[src/rtl/ipt_pkg.sv]
package ipt_pkg;
  parameter int FRAMES = 64;
  parameter int ANCH   = 64;
  parameter int PID_W  = 4;
  parameter int VPN_W  = 16;
  parameter int TLB_N  = 4;

  localparam int FIDX_W = $clog2(FRAMES);
  localparam int PTR_W  = FIDX_W + 1;
  localparam int AIDX_W = $clog2(ANCH);
  localparam int CNT_W  = $clog2(FRAMES + 1);
  localparam int HALF_W = VPN_W / 2;
  localparam logic [PTR_W-1:0] NIL = {1'b1, {FIDX_W{1'b0}}};

  typedef struct packed {
    logic             valid;
    logic [PID_W-1:0] pid;
    logic [VPN_W-1:0] vpn;
    logic [PTR_W-1:0] next;
  } ipt_ent_t;

  function automatic logic [AIDX_W-1:0] vpn_hash(input logic [VPN_W-1:0] vpn);
    logic [HALF_W-1:0] h;
    h = vpn[HALF_W-1:0] ^ vpn[VPN_W-1:HALF_W];
    return h[AIDX_W-1:0];
  endfunction
endpackage

[src/rtl/ipt_store.sv]
module ipt_store
  import ipt_pkg::*;
(
  input  logic              clk_i,
  input  logic              rst_ni,
  input  logic              ent_we_i,
  input  logic [FIDX_W-1:0] ent_widx_i,
  input  ipt_ent_t          ent_wdata_i,
  input  logic              anc_we_i,
  input  logic [AIDX_W-1:0] anc_widx_i,
  input  logic [PTR_W-1:0]  anc_wdata_i,
  input  logic [FIDX_W-1:0] ent_ridx_i,
  output ipt_ent_t          ent_rdata_o,
  input  logic [AIDX_W-1:0] anc_ridx_i,
  output logic [PTR_W-1:0]  anc_rdata_o
);
  ipt_ent_t          ent_q [FRAMES];
  logic [PTR_W-1:0]  anc_q [ANCH];

  always_ff @(posedge clk_i or negedge rst_ni) begin
    if (!rst_ni) begin
      for (int i = 0; i < FRAMES; i++) ent_q[i] <= '0;
    end else if (ent_we_i) begin
      ent_q[ent_widx_i] <= ent_wdata_i;
    end
  end

  always_ff @(posedge clk_i or negedge rst_ni) begin
    if (!rst_ni) begin
      for (int i = 0; i < ANCH; i++) anc_q[i] <= NIL;
    end else if (anc_we_i) begin
      anc_q[anc_widx_i] <= anc_wdata_i;
    end
  end

  assign ent_rdata_o = ent_q[ent_ridx_i];
  assign anc_rdata_o = anc_q[anc_ridx_i];
endmodule

[src/rtl/ipt_xlat_cache.sv]
module ipt_xlat_cache
  import ipt_pkg::*;
(
  input  logic              clk_i,
  input  logic              rst_ni,
  input  logic              flush_i,
  input  logic [PID_W-1:0]  pid_i,
  input  logic [VPN_W-1:0]  vpn_i,
  output logic              hit_o,
  output logic [FIDX_W-1:0] frame_o,
  input  logic              fill_i,
  input  logic [PID_W-1:0]  fill_pid_i,
  input  logic [VPN_W-1:0]  fill_vpn_i,
  input  logic [FIDX_W-1:0] fill_frame_i
);
  localparam int RR_W = (TLB_N > 1) ? $clog2(TLB_N) : 1;

  logic [TLB_N-1:0]  val_q;
  logic [PID_W-1:0]  pid_q [TLB_N];
  logic [VPN_W-1:0]  vpn_q [TLB_N];
  logic [FIDX_W-1:0] frm_q [TLB_N];
  logic [RR_W-1:0]   rr_q;
  logic [TLB_N-1:0]  hit_vec;

  for (genvar g = 0; g < TLB_N; g++) begin : g_cmp
    assign hit_vec[g] = val_q[g] && (pid_q[g] == pid_i) && (vpn_q[g] == vpn_i);
  end

  always_comb begin
    frame_o = '0;
    for (int i = 0; i < TLB_N; i++) if (hit_vec[i]) frame_o = frame_o | frm_q[i];
  end
  assign hit_o = |hit_vec;

  always_ff @(posedge clk_i or negedge rst_ni) begin
    if (!rst_ni) begin
      val_q <= '0;
      rr_q  <= '0;
      for (int i = 0; i < TLB_N; i++) begin
        pid_q[i] <= '0;
        vpn_q[i] <= '0;
        frm_q[i] <= '0;
      end
    end else if (flush_i) begin
      val_q <= '0;
      rr_q  <= '0;
    end else if (fill_i) begin
      val_q[rr_q] <= 1'b1;
      pid_q[rr_q] <= fill_pid_i;
      vpn_q[rr_q] <= fill_vpn_i;
      frm_q[rr_q] <= fill_frame_i;
      rr_q        <= (rr_q == RR_W'(TLB_N - 1)) ? '0 : rr_q + 1'b1;
    end
  end

  // fills happen only after a cache miss, so tags stay unique
  p_tag_unique_r7: assert property (@(posedge clk_i) disable iff (!rst_ni)
    $onehot0(hit_vec));
  p_flush_clears_r10: assert property (@(posedge clk_i) disable iff (!rst_ni)
    flush_i |=> !hit_o);
endmodule

[src/rtl/ipt_walker.sv]
module ipt_walker
  import ipt_pkg::*;
(
  input  logic              clk_i,
  input  logic              rst_ni,
  input  logic              req_valid_i,
  input  logic [PID_W-1:0]  req_pid_i,
  input  logic [VPN_W-1:0]  req_vpn_i,
  output logic              req_ready_o,
  input  logic              cache_hit_i,
  input  logic [FIDX_W-1:0] cache_frame_i,
  output logic [AIDX_W-1:0] anc_ridx_o,
  input  logic [PTR_W-1:0]  anc_i,
  output logic [FIDX_W-1:0] ent_ridx_o,
  input  ipt_ent_t          ent_i,
  output logic              fill_o,
  output logic [PID_W-1:0]  fill_pid_o,
  output logic [VPN_W-1:0]  fill_vpn_o,
  output logic [FIDX_W-1:0] fill_frame_o,
  output logic              rsp_valid_o,
  output logic              rsp_hit_o,
  output logic              rsp_loop_o,
  output logic              rsp_cached_o,
  output logic [FIDX_W-1:0] rsp_frame_o
);
  typedef enum logic {W_IDLE, W_WALK} wstate_e;
  localparam logic [CNT_W-1:0] LIMIT = CNT_W'(FRAMES);

  wstate_e           st_q;
  logic [PTR_W-1:0]  cur_q;
  logic [CNT_W-1:0]  cnt_q;
  logic [PID_W-1:0]  pid_q;
  logic [VPN_W-1:0]  vpn_q;
  logic              accept, cur_nil, at_limit, match;

  assign req_ready_o = (st_q == W_IDLE);
  assign accept      = req_valid_i && req_ready_o;
  assign anc_ridx_o  = vpn_hash(req_vpn_i);
  assign ent_ridx_o  = cur_q[FIDX_W-1:0];
  assign cur_nil     = cur_q[PTR_W-1];
  assign at_limit    = (cnt_q == LIMIT);
  assign match       = ent_i.valid && (ent_i.pid == pid_q) && (ent_i.vpn == vpn_q);

  assign fill_o       = (st_q == W_WALK) && !cur_nil && !at_limit && match;
  assign fill_pid_o   = pid_q;
  assign fill_vpn_o   = vpn_q;
  assign fill_frame_o = cur_q[FIDX_W-1:0];

  always_ff @(posedge clk_i or negedge rst_ni) begin
    if (!rst_ni) begin
      st_q         <= W_IDLE;
      cur_q        <= NIL;
      cnt_q        <= '0;
      pid_q        <= '0;
      vpn_q        <= '0;
      rsp_valid_o  <= 1'b0;
      rsp_hit_o    <= 1'b0;
      rsp_loop_o   <= 1'b0;
      rsp_cached_o <= 1'b0;
      rsp_frame_o  <= '0;
    end else begin
      rsp_valid_o <= 1'b0;
      unique case (st_q)
        W_IDLE: if (accept) begin
          if (cache_hit_i) begin
            rsp_valid_o  <= 1'b1;
            rsp_hit_o    <= 1'b1;
            rsp_loop_o   <= 1'b0;
            rsp_cached_o <= 1'b1;
            rsp_frame_o  <= cache_frame_i;
          end else begin
            st_q  <= W_WALK;
            cur_q <= anc_i;
            cnt_q <= '0;
            pid_q <= req_pid_i;
            vpn_q <= req_vpn_i;
          end
        end
        W_WALK: begin
          if (cur_nil || at_limit || match) begin
            st_q         <= W_IDLE;
            rsp_valid_o  <= 1'b1;
            rsp_cached_o <= 1'b0;
            rsp_hit_o    <= !cur_nil && !at_limit;
            rsp_loop_o   <= !cur_nil && at_limit;
            rsp_frame_o  <= (!cur_nil && !at_limit) ? cur_q[FIDX_W-1:0] : '0;
          end else begin
            cur_q <= ent_i.next;
            cnt_q <= cnt_q + 1'b1;
          end
        end
        default: st_q <= W_IDLE;
      endcase
    end
  end

  p_hit_not_loop_r6: assert property (@(posedge clk_i) disable iff (!rst_ni)
    rsp_valid_o |-> !(rsp_hit_o && rsp_loop_o));
  p_walk_bound_r6: assert property (@(posedge clk_i) disable iff (!rst_ni)
    (st_q == W_WALK) |-> (cnt_q <= LIMIT));
  p_busy_from_req_r11: assert property (@(posedge clk_i) disable iff (!rst_ni)
    $fell(req_ready_o) |-> $past(req_valid_i));
  p_cached_when_idle_r7: assert property (@(posedge clk_i) disable iff (!rst_ni)
    (rsp_valid_o && rsp_cached_o) |-> $past(req_valid_i && req_ready_o));
  p_busy_no_rsp_r12: assert property (@(posedge clk_i) disable iff (!rst_ni)
    (!req_ready_o && $past(!req_ready_o)) |-> !rsp_valid_o);
endmodule

[src/rtl/ipt_lookup.sv]
module ipt_lookup
  import ipt_pkg::*;
(
  input  logic              clk_i,
  input  logic              rst_ni,
  input  logic              req_valid_i,
  input  logic [PID_W-1:0]  req_pid_i,
  input  logic [VPN_W-1:0]  req_vpn_i,
  output logic              req_ready_o,
  output logic              rsp_valid_o,
  output logic              rsp_hit_o,
  output logic              rsp_loop_o,
  output logic              rsp_cached_o,
  output logic [FIDX_W-1:0] rsp_frame_o,
  input  logic              ent_we_i,
  input  logic [FIDX_W-1:0] ent_idx_i,
  input  logic              ent_valid_i,
  input  logic [PID_W-1:0]  ent_pid_i,
  input  logic [VPN_W-1:0]  ent_vpn_i,
  input  logic [PTR_W-1:0]  ent_next_i,
  input  logic              anc_we_i,
  input  logic [AIDX_W-1:0] anc_idx_i,
  input  logic [PTR_W-1:0]  anc_ptr_i
);
  ipt_ent_t          wdata, ent_rd;
  logic [FIDX_W-1:0] ent_ridx;
  logic [AIDX_W-1:0] anc_ridx;
  logic [PTR_W-1:0]  anc_rd;
  logic              c_hit, fill;
  logic [FIDX_W-1:0] c_frame, fill_frame;
  logic [PID_W-1:0]  fill_pid;
  logic [VPN_W-1:0]  fill_vpn;

  assign wdata = '{valid: ent_valid_i, pid: ent_pid_i, vpn: ent_vpn_i, next: ent_next_i};

  ipt_store i_store (
    .clk_i, .rst_ni,
    .ent_we_i, .ent_widx_i(ent_idx_i), .ent_wdata_i(wdata),
    .anc_we_i, .anc_widx_i(anc_idx_i), .anc_wdata_i(anc_ptr_i),
    .ent_ridx_i(ent_ridx), .ent_rdata_o(ent_rd),
    .anc_ridx_i(anc_ridx), .anc_rdata_o(anc_rd)
  );

  ipt_xlat_cache i_cache (
    .clk_i, .rst_ni,
    .flush_i(ent_we_i || anc_we_i),
    .pid_i(req_pid_i), .vpn_i(req_vpn_i),
    .hit_o(c_hit), .frame_o(c_frame),
    .fill_i(fill), .fill_pid_i(fill_pid), .fill_vpn_i(fill_vpn), .fill_frame_i(fill_frame)
  );

  ipt_walker i_walker (
    .clk_i, .rst_ni,
    .req_valid_i, .req_pid_i, .req_vpn_i, .req_ready_o,
    .cache_hit_i(c_hit), .cache_frame_i(c_frame),
    .anc_ridx_o(anc_ridx), .anc_i(anc_rd),
    .ent_ridx_o(ent_ridx), .ent_i(ent_rd),
    .fill_o(fill), .fill_pid_o(fill_pid), .fill_vpn_o(fill_vpn), .fill_frame_o(fill_frame),
    .rsp_valid_o, .rsp_hit_o, .rsp_loop_o, .rsp_cached_o, .rsp_frame_o
  );

  p_hit_result_r3: assert property (@(posedge clk_i) disable iff (!rst_ni)
    (rsp_valid_o && rsp_hit_o && !rsp_cached_o) |-> $past(fill));
endmodule

[config.mk]
export PLATFORM = sky130hd
export DESIGN_NAME = ipt_lookup
export DESIGN_NICKNAME = d
export VERILOG_FILES = /design/src/rtl/ipt_pkg.sv /design/src/rtl/ipt_store.sv /design/src/rtl/ipt_xlat_cache.sv /design/src/rtl/ipt_walker.sv /design/src/rtl/ipt_lookup.sv
export SDC_FILE = /design/constraint.sdc
export NUM_CORES = 2
export LEC_CHECK = 0
export CAP_MARGIN = 20
export CORE_MARGIN = 2
export CORE_UTILIZATION = 35
export CTS_BUF_LIST = sky130_fd_sc_hd__clkbuf_8
export CTS_CLUSTER_SIZE = 28
export DETAILED_ROUTE_END_ITERATION = 10
export DONT_BUFFER_PORTS = 1
export HOLD_SLACK_MARGIN = 0.08
export PLACE_DENSITY = 0.47
export SLEW_MARGIN = 10
export SYNTH_ARGS = -nofsm -noshare
export SYNTH_HDL_FRONTEND = slang
export SYNTH_SLANG_ARGS = --single-unit
[constraint.sdc]
create_clock -name clk_i -period 8.7 [get_ports clk_i]
set_input_delay 0 -clock clk_i [delete_from_list [all_inputs] [get_ports clk_i]]
set_output_delay 0 -clock clk_i [all_outputs]
set_load 0.005 [all_outputs]
Yosys cells after proc, flatten, opt, wreduce, memory -nomap -nowiden. Cells that the tools add are included. W data, S select, Z words.

$lt $le $gt $ge: 10. Bitwise logic cells: 13. Reductions and logical operators: 31. $add $sub $neg: 2. Equal/unequal tests: 17. Muxes and demuxes: 63.

Operator list (count): $bwmux W1792 (1); $bwmux W448 (1); $bmux W28 S6 (1); $demux W28 S6 (1); $mux W28 (3); $eq A16 B16 Y1 (5); $bwmux W64 (1); $mux W7 (9); $mux W6 (9); $bmux W7 S6 (1); $demux W7 S6 (1); $demux W16 S2 (1); $ge A7 B7 Y1 const B (4); $not A6 Y7 (4); $pmux W7 S2 (2); $bwmux W24 (1); $eq A4 B4 Y1 (5); $logic_and A1 B1 Y1 (20); $or A6 B6 Y6 (3); $bwmux W16 (1); $mux W16 (1); $lt A7 B1 Y1 const B (2); $mux W1 (14); $demux W6 S2 (1); other kinds (25) (44).

Output and inout port bits: 11. Word-level logic and storage cells: 480. Register bits: 2395.

Logic depth before layout (Yosys ltp).
Depth after elaboration: 13. Gate-level depth with buffers: 17. Depth with buffers taken out: 10.

Cells and area by module. A second synthesis with hierarchy kept.

Cells, all modules: 7061. Area total of the unflattened synthesis: 109739.0 um^2.

Modules (own cells, without submodules): ipt_store (seq. area each 56133.8 um^2, cells an instance 6391, area an instance 101780.1 um^2, times used 1); ipt_xlat_cache (seq. area each 2752.6 um^2, cells an instance 410, area an instance 5526.6 um^2, times used 1); ipt_walker (seq. area each 1127.3 um^2, cells an instance 259, area an instance 2426.1 um^2, times used 1); ipt_lookup (seq. area each 0.0 um^2, cells an instance 1, area an instance 6.3 um^2, times used 1).

Least setup slack after synthesis. No wires, ideal clock.

Path type: register to register. Start: reg i_walker.cur_q[1]. End: reg i_walker.cur_q[3]. Path slack: 4.801 ns. Data arrival time: 3.744 ns. Data required time: 8.546 ns. Cell stages (with the launch flop): 14. Buffers on the path: 8. Setup time: 0.154 ns. Cell sequence: dfrtp_1 -> buf_4 -> buf_6 -> buf_4 -> buf_2 -> buf_2 -> clkbuf_1 -> clkbuf_1 -> clkbuf_1 -> mux4_2 -> mux4_2 -> mux4_2 -> mux2i_1 -> mux2i_1.

Cells in the longest elaborated chain, start to end: 10.

RTL lines: from (decl) (RTL line ipt_walker.sv:30) `logic [PTR_W-1:0] cur_q;`; from (signal assigned) (RTL line ipt_walker.sv:73) `cur_q <= anc_i;`; from (signal assigned) (RTL line ipt_walker.sv:88) `cur_q <= ent_i.next;`; $not A6 Y7 (implied by the code) * (RTL line ipt_store.sv:36) `assign ent_rdata_o = ent_q[ent_ridx_i];`; $bmux W28 S6 * (RTL line ipt_store.sv:36); $mux W28 (implied by the code) * (2 in a row) (RTL line ipt_store.sv:36); $eq A4 B4 Y1 (RTL line ipt_walker.sv:42) `assign match = ent_i.valid && (ent_i.pid == pid_q) && (ent_i.vpn == vpn_q);`; $logic_and A1 B1 Y1 (2 in a row) (RTL line ipt_walker.sv:42); $logic_or A1 B1 Y1 (RTL line ipt_walker.sv:80) `if (cur_nil || at_limit || match) begin`; $ne A2 B2 Y1 (no source line); $reduce_and A3 Y1 (no source line).

Every way passes the cells marked *; elsewhere a longest branch is shown, timed or not. The select of a mux whose other input is x is not followed. A chain may end at the register's enable or synchronous reset.

==> metrics.txt <==
DR WL met2 170,000 um; Synth Area per Inst 15.7 um^2; Clock Path Buffers 4; most frequent CP cell buf_16; Synth area leader dfrtp_1; total power 0.0320 W; Max Cap Viol 0; grt ovf 0; core area 312,000 um^2; Synth Area in Adders 0.0684%; clock sinks 2,395; mux cell area share after synthesis 38.0%; die area 318,000 um^2; cell internal pwr 0.0220 W; CTS tree yes; Setup crit end kind async pin; Clock H-tree levels 5; die width 564 um; slew margin rel. 12.4%; Synth Area in Compound Gates 1.79%; Cell Pwr Density 252 nW/um^2; Routed wire per std cell 30.9 um; Cell Rows 205; ANT nets after route 0; Yosys cell types 78; WL met1 167,000 um; post-placement worst setup slack 2.09 ns; I/O Buffers 0; Psw 0.00995 W; largest net degree at the start of global routing 236; Syn Inst Count 6,997; maximum VDD drop 0.150 mV; unrepaired setup endpoints after global routing no; Synth Area in Simple Gates 1.97%; setup TNS 0 ns; Final Instance Area 127,000 um^2; cell chain of the critical path dlygate4sd3_1 > dlygate4sd3_1 > buf_16 > buf_16 > buf_16 > buf_16 > buf_16 > buf_16 > buf_16 > buf_16 > buf_16 > buf_16 > buf_16 > buf_16; most common cell after layout, fill and taps aside dfrtp_1; Peak Freq 147 MHz; post-synthesis register bit count 2,395; root buffer cell clkbuf_8; Die H 564 um; asr flop ratio synth 100%; number of global-route vias before repair 68,400; Met3 Wirelength 14,100 um; commonest cells after routing, fill and taps aside dfrtp_1, mux2_2, mux4_2; drc violations 0; Comb pwr share 23.7%; worst-margin pin slew 1.31 ns; EDFF count, synth 0; RD Place Congestion 0.765; Final Cycle Share 78.0%; Synth top area share 53.1%; CP max stage delay 0.77 ns; main combinational cell family by area after synthesis multiplexers; first-pass GRT wire length 523,000 um; via count 64,500; initial cell density of the core 35.2%; I/O Pins 83; fin worst setup slack 1.92 ns; Hold Path Class primary input to flip-flop; Synth Area in XOR/XNOR 0.846%; final WL 362,000 um; CP Data Arrival Time 7.86 ns; Net Sw Frac 31.1%; Total Routing Usage GR 22.8%; Leakage 57.5 nW; TritonCTS Buffers 426; Fill cells 28,800; DR vias/cell 5.51; initial antenna violation count 21; DRT iter0 DRCs 4,385; final hold vios 0; Clk network pwr share 33.5%; dpl hpwl 203,000 um; Setup CP Type primary input to async pin; Synth area leaders dfrtp_1, mux2_2, mux4_2; critical path's slowest cell buf_16; Worst-path clk slew 0.06 ns; Slew Viols, Final 0; 1st-pass router iterations 6; DP Area 114,000 um^2; final period demand of the worst path 6.78 ns; crit start category primary input; outcome completed; syn nets 7,075; Top Layer Used met5; synth warn 0; skew final 0.110 ns; Finish-stage setup viols 0; Mapped Area 110,000 um^2; sequential fraction of the synthesis area 54.7%; CP max FO 203; area grow syn2layout 15.5%; Synth Flop Type dfrtp_1; Critical Path RT 9.77 ns; share of cells above drive strength 1 52.4%; clock insertion delay at the later pin of the skew report 1.10 ns; final net count 7,285; part of the power in registers 42.8%
[state kept, by name, indices dropped and copies added, names as in the netlist]
register,flops
i_walker.fill_pid_o,4
i_walker.rsp_frame_o,6
i_walker.st_q,1
i_walker.rsp_valid_o,1
i_store.ent_q,1792
i_cache.rr_q,2
i_cache.val_q,4
i_walker.fill_vpn_o,16
i_cache.vpn_q,64
i_store.anc_q,448
i_cache.frm_q,24
i_walker.rsp_loop_o,1
i_cache.pid_q,16
i_walker.cnt_q,7
i_walker.cur_q,7
i_walker.rsp_hit_o,1
i_walker.rsp_cached_o,1
[metal layers]
metal	global-route usage, %	up-vias
met4	6.86	2
li1	-	26500
met1	32.3	35900
met5	0	-
met3	2.96	570
met2	36.3	1453
[worst paths after layout]
check / from / end / slack (ns) / cells after the start
hold / removal: ent_vpn_i[6] / i_store.ent_q[377] / 0.18 / 4
setup / recovery: rst_ni / i_store.anc_q[350] / 1.92 / 14
max in group clk_i: i_walker.cur_q[1] / i_cache.vpn_q[41] / 2.16 / 11
hold reg to reg: i_cache.val_q[2] / i_cache.val_q[2] / 0.49 / 2
min in group asynchronous: rst_ni / i_store.ent_q[1678] / 0.25 / 4
setup reg to reg: i_walker.cur_q[1] / i_cache.vpn_q[41] / 2.16 / 11
[metrics by stage]
step                      utilization (%)  cells  hold slack (ns)
after floorplan                         -   6997           -0.296
after global placement               36.6  10700           -0.260
after detailed placement             36.6  10700           -0.261
after CTS                            40.6  11700           0.0820
after global routing                 40.6  11700            0.159
final                                40.6  11700            0.181
[worst max-delay path, delay by kind of cell]
family | cells | cell delay, ns
buf+inv | 14 | 6.44
[cell families (layout without fill, tap and decap cells)]
family	count (synthesis)	count (layout)
other	0	12
DFF	2395	2395
and+or+nand+nor	433	433
buffers and inverters	665	1217
AOI/OAI and AO/OA	272	272
muxes	3120	3120
adders and majority gates	6	6
xor gates and xnor gates	106	106
[cells in the mapped netlist (5+ instances only)]
cell type and instances:
a211oi_1 8, a21oi_1 34, a221oi_1 8, a22o_1 6
a22oi_1 110, a31oi_1 14, and2_1 14, and3_1 11
buf_1 52, buf_2 60, buf_4 41, buf_6 16
clkbuf_1 473, dfrtp_1 2330, dfstp_2 65, ha_1 6
inv_1 20, mux2_2 2296, mux2_4 76, mux2i_1 168
mux4_2 580, nand2_1 119, nand2b_1 12, nand3_1 36
nand3b_1 5, nand4_1 21, nor2_1 119, nor2b_1 24
nor3_1 18, nor4_1 21, o21ai_0 24, o22ai_1 10
xnor2_1 63, xor2_1 43
[layout make-up]
| type | instances | area, um^2 | share of cell area (%) |
|---|---|---|---|
| Multi-Input combinational cell | 3937 | 47400 | 37.4 |
| Timing Repair Buffer | 424 | 5380 | 4.24 |
| Antenna cell | 12 | 30.0 | 0.0237 |
| Sequential cell | 2395 | 60000 | 47.3 |
| Inverter | 23 | 88.8 | 0.0701 |
| Clock buffer | 551 | 7580 | 5.98 |
| Tap cell | 4140 | 5180 | 4.09 |
| Clock inverter | 219 | 1110 | 0.872 |
[repair_timing]
action	4_1_cts	5_1_grt
hold buffers	261	0
buffers inserted	0	0
hold endpoints to repair	2928	0
resized for setup	0	0
[power by group through the flow]
stage          logic [W]  registers [W]  clock network (W)
4_1_cts          0.00769         0.0137             0.0110
3_3_place_gp     0.00708         0.0138                  0
5_1_grt          0.00804         0.0139             0.0115
3_5_place_dp     0.00719         0.0139                  0
6_report         0.00758         0.0137             0.0107
2_1_floorplan    0.00510         0.0133                  0
No activity file was read; power rests on OpenSTA's default activity.
